--- config.mk ---
export PLATFORM = sky130hd
export DESIGN_NAME = bank_mapper
export DESIGN_NICKNAME = d
export VERILOG_FILES = /design/src/rtl/bankmap_pkg.sv /design/src/rtl/bank_select_reg.sv /design/src/rtl/addr_translate.sv /design/src/rtl/cs_decode.sv /design/src/rtl/bank_mapper.sv
export SDC_FILE = /design/constraint.sdc
export NUM_CORES = 1
export LEC_CHECK = 0
export ABC_AREA = 1
export CORE_MARGIN = 2
export CORE_UTILIZATION = 31
export CTS_BUF_LIST = sky130_fd_sc_hd__clkbuf_4 sky130_fd_sc_hd__clkbuf_8 sky130_fd_sc_hd__clkbuf_16
export CTS_CLUSTER_DIAMETER = 100
export DETAILED_ROUTE_END_ITERATION = 10
export GPL_TIMING_DRIVEN = 0
export PLACE_DENSITY = 0.89
export SYNTH_ARGS = -nofsm -noshare
export SYNTH_HDL_FRONTEND = slang
export SYNTH_SLANG_ARGS = --single-unit
export TNS_END_PERCENT = 30
--- constraint.sdc ---
create_clock -name clk -period 1.6 [get_ports clk]
set_input_delay 0.32 -clock clk [delete_from_list [all_inputs] [get_ports clk]]
set_output_delay 0.32 -clock clk [all_outputs]
set_load 0.05 [all_outputs]
--- src/rtl/bankmap_pkg.sv ---
// Package: bankmap_pkg
// Shared default sizes and the chip-select bundle used by the mapper.
// Assumes a byte-wide CPU data bus.
package bankmap_pkg;
    localparam int DEF_ADDR_W   = 10;
    localparam int DEF_BANK_W   = 7;
    localparam int DEF_DATA_W   = 8;
    localparam int DEF_IO_BYTES = 64;

    typedef struct packed {
        logic rom;
        logic ram;
        logic we;
        logic io;
    } sel_t;
endpackage

--- src/rtl/bank_select_reg.sv ---
// Module: bank_select_reg
// Holds the bank number shown in the lower window. It loads on a CPU
// write to the highest logical address and clears on synchronous
// active-low reset. Assumes wdata carries only the bank bits.
module bank_select_reg #(
    parameter int ADDR_W = 10,
    parameter int BANK_W = 7
) (
    input  logic              clk,
    input  logic              rst_n,
    input  logic [ADDR_W-1:0] cpu_addr,
    input  logic              cpu_wr,
    input  logic [BANK_W-1:0] wdata,
    output logic [BANK_W-1:0] bank_q,
    output logic              reg_hit
);
    // Register decode: the bank register is the all-ones address.
    always_comb reg_hit = (cpu_addr == {ADDR_W{1'b1}});

    // Bank storage: clear on reset, load on a write that hits the register.
    always_ff @(posedge clk) begin
        if (!rst_n)
            bank_q <= '0;
        else if (cpu_wr && reg_hit)
            bank_q <= wdata;
    end

    a_r1_reset_clear: assert property (@(posedge clk) !rst_n |=> bank_q == '0);
    a_r7_load: assert property (@(posedge clk) disable iff (!rst_n)
        (cpu_wr && cpu_addr == {ADDR_W{1'b1}}) |=> bank_q == $past(wdata));
    a_r9_hold: assert property (@(posedge clk) disable iff (!rst_n)
        !(cpu_wr && cpu_addr == {ADDR_W{1'b1}}) |=> $stable(bank_q));
endmodule

--- src/rtl/addr_translate.sv ---
// Module: addr_translate
// Builds the physical address from the CPU offset. The CPU's top address
// bit picks the bank register or the fixed common bank for the upper bits.
// Assumes the common bank is the highest bank number.
module addr_translate #(
    parameter int ADDR_W = 10,
    parameter int BANK_W = 7
) (
    input  logic                     clk,
    input  logic                     rst_n,
    input  logic [ADDR_W-1:0]        cpu_addr,
    input  logic [BANK_W-1:0]        bank_q,
    output logic [BANK_W+ADDR_W-2:0] phys_addr
);
    localparam int OFF_W = ADDR_W - 1;
    localparam int PA_W  = BANK_W + OFF_W;
    localparam logic [BANK_W-1:0] COMMON_BANK = {BANK_W{1'b1}};

    logic [BANK_W-1:0] upper;

    // Upper-bit mux: window half uses the register, common half the constant.
    always_comb upper = cpu_addr[ADDR_W-1] ? COMMON_BANK : bank_q;

    // Concatenate the chosen bank with the in-block offset.
    always_comb phys_addr = {upper, cpu_addr[OFF_W-1:0]};

    a_r3_common_fixed: assert property (@(posedge clk) disable iff (!rst_n)
        cpu_addr[ADDR_W-1] |-> phys_addr[PA_W-1:OFF_W] == COMMON_BANK);
    a_r2_window_bank: assert property (@(posedge clk) disable iff (!rst_n)
        !cpu_addr[ADDR_W-1] |-> phys_addr[PA_W-1:OFF_W] == bank_q);
endmodule

--- src/rtl/cs_decode.sv ---
// Module: cs_decode
// Decodes the chip selects from the physical bank half and the CPU strobes.
// I/O space (the top IO_BYTES of the logical space) reaches no memory.
// Writes into ROM are dropped. Assumes that physical bit 15 selects RAM.
module cs_decode #(
    parameter int ADDR_W   = 10,
    parameter int IO_BYTES = 64
) (
    input  logic                clk,
    input  logic                rst_n,
    input  logic [ADDR_W-1:0]   cpu_addr,
    input  logic                pa_msb,
    input  logic                cpu_rd,
    input  logic                cpu_wr,
    output bankmap_pkg::sel_t   sel
);
    localparam logic [ADDR_W-1:0] IO_BASE = ADDR_W'((1 << ADDR_W) - IO_BYTES);

    logic in_io;
    logic access;

    // Region decode: I/O window at the top of the logical space.
    always_comb in_io = (cpu_addr >= IO_BASE);

    // Any strobe marks a live bus cycle.
    always_comb access = cpu_rd || cpu_wr;

    // Chip-select generation from region, bank half and direction.
    always_comb begin
        sel.io  = access && in_io;
        sel.rom = cpu_rd && !in_io && !pa_msb;
        sel.ram = access && !in_io && pa_msb;
        sel.we  = cpu_wr && !in_io && pa_msb;
    end

    a_r5_rom_no_write: assert property (@(posedge clk) disable iff (!rst_n)
        cpu_wr |-> !sel.rom);
    a_r6_io_no_mem: assert property (@(posedge clk) disable iff (!rst_n)
        sel.io |-> !(sel.rom || sel.ram || sel.we));
    a_r10_idle_quiet: assert property (@(posedge clk) disable iff (!rst_n)
        !(cpu_rd || cpu_wr) |-> sel == '0);
    a_r4_one_chip: assert property (@(posedge clk) disable iff (!rst_n)
        $countones({sel.rom, sel.ram, sel.io}) <= 1);
endmodule

--- src/rtl/bank_mapper.sv ---
// Module: bank_mapper (top)
// Maps a 10-bit CPU address onto a 64 KiB banked physical space, drives
// the ROM/RAM/I/O selects, and serves the bank register. Outputs are
// combinational from the CPU address and the registered bank number.
module bank_mapper #(
    parameter int ADDR_W   = bankmap_pkg::DEF_ADDR_W,
    parameter int BANK_W   = bankmap_pkg::DEF_BANK_W,
    parameter int DATA_W   = bankmap_pkg::DEF_DATA_W,
    parameter int IO_BYTES = bankmap_pkg::DEF_IO_BYTES,
    localparam int PA_W    = BANK_W + ADDR_W - 1
) (
    input  logic              clk,
    input  logic              rst_n,
    input  logic [ADDR_W-1:0] cpu_addr,
    input  logic [DATA_W-1:0] cpu_wdata,
    input  logic              cpu_rd,
    input  logic              cpu_wr,
    output logic [DATA_W-1:0] cpu_rdata,
    output logic [PA_W-1:0]   mem_addr,
    output logic              rom_cs,
    output logic              ram_cs,
    output logic              ram_we,
    output logic              io_sel
);
    logic [BANK_W-1:0]  bank_q;
    logic               reg_hit;
    bankmap_pkg::sel_t  sel;

    bank_select_reg #(.ADDR_W(ADDR_W), .BANK_W(BANK_W)) u_reg (
        .clk(clk), .rst_n(rst_n), .cpu_addr(cpu_addr), .cpu_wr(cpu_wr),
        .wdata(cpu_wdata[BANK_W-1:0]), .bank_q(bank_q), .reg_hit(reg_hit)
    );

    addr_translate #(.ADDR_W(ADDR_W), .BANK_W(BANK_W)) u_xlate (
        .clk(clk), .rst_n(rst_n), .cpu_addr(cpu_addr), .bank_q(bank_q),
        .phys_addr(mem_addr)
    );

    cs_decode #(.ADDR_W(ADDR_W), .IO_BYTES(IO_BYTES)) u_cs (
        .clk(clk), .rst_n(rst_n), .cpu_addr(cpu_addr), .pa_msb(mem_addr[PA_W-1]),
        .cpu_rd(cpu_rd), .cpu_wr(cpu_wr), .sel(sel)
    );

    // Unpack the select bundle onto the pins.
    always_comb begin
        rom_cs = sel.rom;
        ram_cs = sel.ram;
        ram_we = sel.we;
        io_sel = sel.io;
    end

    // Read-back: the bank number, zero-extended, only while reading the register.
    always_comb cpu_rdata = (cpu_rd && reg_hit) ? DATA_W'(bank_q) : '0;

    a_r8_rdata_idle: assert property (@(posedge clk) disable iff (!rst_n)
        !cpu_rd |-> cpu_rdata == '0);
    a_r8_msb_zero: assert property (@(posedge clk) disable iff (!rst_n)
        cpu_rdata[DATA_W-1] == 1'b0);
endmodule

==> out/qor.yml <==
final-setup-viol-count: 0
powerDensity_mw_per_mm2: 506
clk_pin_slew_worst_paths_ps: 50
synth_commonest_cells: "nand2_1 (25), nor2_1 (25), buf_4 (11), inv_1 (11), dfxtp_1 (7)"
synth_area_um2: 528
path_buf_inv: 2
numCtsBuffers: 3
cp_max_fo: 3
cts_tree: "yes"
syn_inst: 88
viasPerCell: 4.50
ant_nets: 0
cp_slowest_cell: "clkdlybuf4s15_1"
clock_sinks: 7
cp-end-kind: "primary output"
synth_edf_count: 0
r2r_slack_ps: 880
dpl.hpwl_mm: 1.35
synth_ff_type: "dfxtp_1"
initial_core_util_pct: 33.9
regMostFlops: "u_reg.bank_q"
start_kind: "register"
clk_latency_ps: 260
path_cells: "inv_1 -> nand2_1 -> clkdlybuf4s15_1"
synth_top_area_cell: "dfxtp_1"
finalCoreUtilization_pct: 76.8
multiInputGateArea_um2: 335
ir_drop_mv: 0.403
dpl.cell_count: 151
tightest_slew_ps: 521
antenna_cells: 0
chipWidth_um: 45.3
fillerInstances: 118
nets: 178
drcViolationCount: 0
largest_register_ffs: 7
slew_headroom_pct: 65.4
cp_slowest_stage_delay_ps: 510
die_area_mm2: 0.00205
r2r_end: "u_reg.bank_q[1]"
grt_max_degree: 11
ios: 50
async_flop_share_pct: 0
h-tree-depth: 1
drv_slew: 0
grt_pass1_vias: 706
hold_violations: 0
crit_type: "reg2out"
routed_wl_mm: 2.30
crit_path_start: "u_reg.bank_q[4]"
dr.pass1.iters: 4
crit_family: "buffers and inverters"
drive_gt1_share_pct: 47.1
synth_top_area_share_pct: 26.5
io_buffers: 47
vias: 770
core_mm2: 0.00156
cap_violations: 0
hold_buffers: 0
r2r-start: "u_reg.bank_q[1]"
clock_skew_ps: 0
cp.depth: 3
antenna_found_initial: 0
worstSetupEndpoint: "mem_addr[13]"
post-route-min-period_ps: 1590
seqCellArea_um2: 140
ys_ff_latch: 7
yosysSeqAreaShare_pct: 26.5
syn2layout_area_growth_pct: 127
tns_ps: 0
route.detailed.wl_per_inst_um: 13.4
crit_required_ps: 1280
drt_iter0_drc: 9
synth_area_leaders: "dfxtp_1 (27%), nand2_1 (18%), nor2_1 (18%), buf_4 (16%), inv_1 (7.8%)"
synth.net_count: 110
timing.fmax_mhz: 628
grt_pass1_wl_mm: 3.37
fin_cells: 171
grt_use_total_pct: 23.9
largestRegisters: "u_reg.bank_q (7)"
gp_congestion: 0.751
overflow: 0
dieHeight_um: 45.3
avgSynthCellArea_um2: 6.00
cts_root_buf: "clkbuf_4"
ys_warn_count: 0
fin_crit_sh_pct: 99.5
hold_class: "reg2reg"
clk_path_buf_depth: 2
rr_worst_depth: 4
synthDistinctLibCells: 13
power.leakage_nw: 0.639
num_rows: 14
cp_data_arrival_time_ps: 1270
status: "complete, no violations"
-- report_power, final --
part	switching [mW]	internal [mW]	total (mW)
combinational	0.157	0.0938	0.251
clock	0.0686	0.112	0.181
sequential	0.0000360	0.175	0.175
-- area by class of cell --
cell class                 instances  share of cell area (%)
buffer                            12                    7.84
clock buffer                       4                    2.51
inverter                          11                    3.45
multi-input combinational         58                    28.0
sequential                         7                    11.7
tap                               16                    1.67
timing repair buffer              63                    44.8
-- how the worst min path moves through the flow --
stage                         start               to  cells past startpoint
floorplan                     rst_n  u_reg.bank_q[6]                      2
detailed placement  u_reg.bank_q[6]  u_reg.bank_q[6]                      4
finish              u_reg.bank_q[0]  u_reg.bank_q[0]                      4
global route        u_reg.bank_q[0]  u_reg.bank_q[0]                      4
global placement    u_reg.bank_q[6]  u_reg.bank_q[6]                      4
CTS                 u_reg.bank_q[6]  u_reg.bank_q[6]                      4
-- routing by layer --
| metal | vias up | track usage, % | wire length [um] | part of all wire, % |
|---|---|---|---|---|
| li1 | 379 | - | - | - |
| met3 | 8 | 7.60 | 152 | 6.6 |
| met2 | 33 | 43.7 | 1280 | 56 |
| met1 | 350 | 24.0 | 777 | 34 |
| met4 | 0 | 11.8 | 93 | 4.0 |
| met5 | - | 0 | 0 | 0 |
-- layout by cell type, fill, tap and decap left out, drive strengths merged --
| master | instances |
|---|---|
| dlygate4sd2 | 14 |
| inv | 11 |
| nand2 | 26 |
| dfxtp | 7 |
| nand4 | 2 |
| buf | 40 |
| nor3 | 2 |
| clkbuf | 13 |
| conb | 1 |
| clkdlybuf4s50 | 8 |
| clkdlybuf4s15 | 4 |
| nor2 | 27 |
-- repair_timing --
item                                    in CTS  in global routing
gates resized for setup                    131                 22
buffers inserted                            12                  3
pin swaps                                    9                  9
cloned                                       0                  1
endpoints found under the setup margin      27                 20
-- per-stage QoR --
step,instance area [um2],worst slack [ps],power [mW],hold WS (ps)
global route,1200,-48.0,0.633,646
global placement,1030,-1100,0.431,526
detailed placement,1030,-1140,0.433,528
finish,1200,7.35,0.606,603
floorplan,538,-222,0.323,440
CTS,1190,-18.3,0.609,592
-- cells by family after synthesis --
| group | count (synthesis) | synth area share, % |
|---|---|---|
| simple gates | 57 | 47.2 |
| buf+inv | 23 | 25.6 |
| flops | 7 | 26.5 |
| other cells | 1 | 0.710 |
-- tightest hold or removal path, cell delays in order, from the launching register on --
cell and delay (ps):
dfxtp_1 300, inv_1 80, nand2_1 70, nand2_1 40, nor2_1 70
Power figures use the tool's default switching activity.
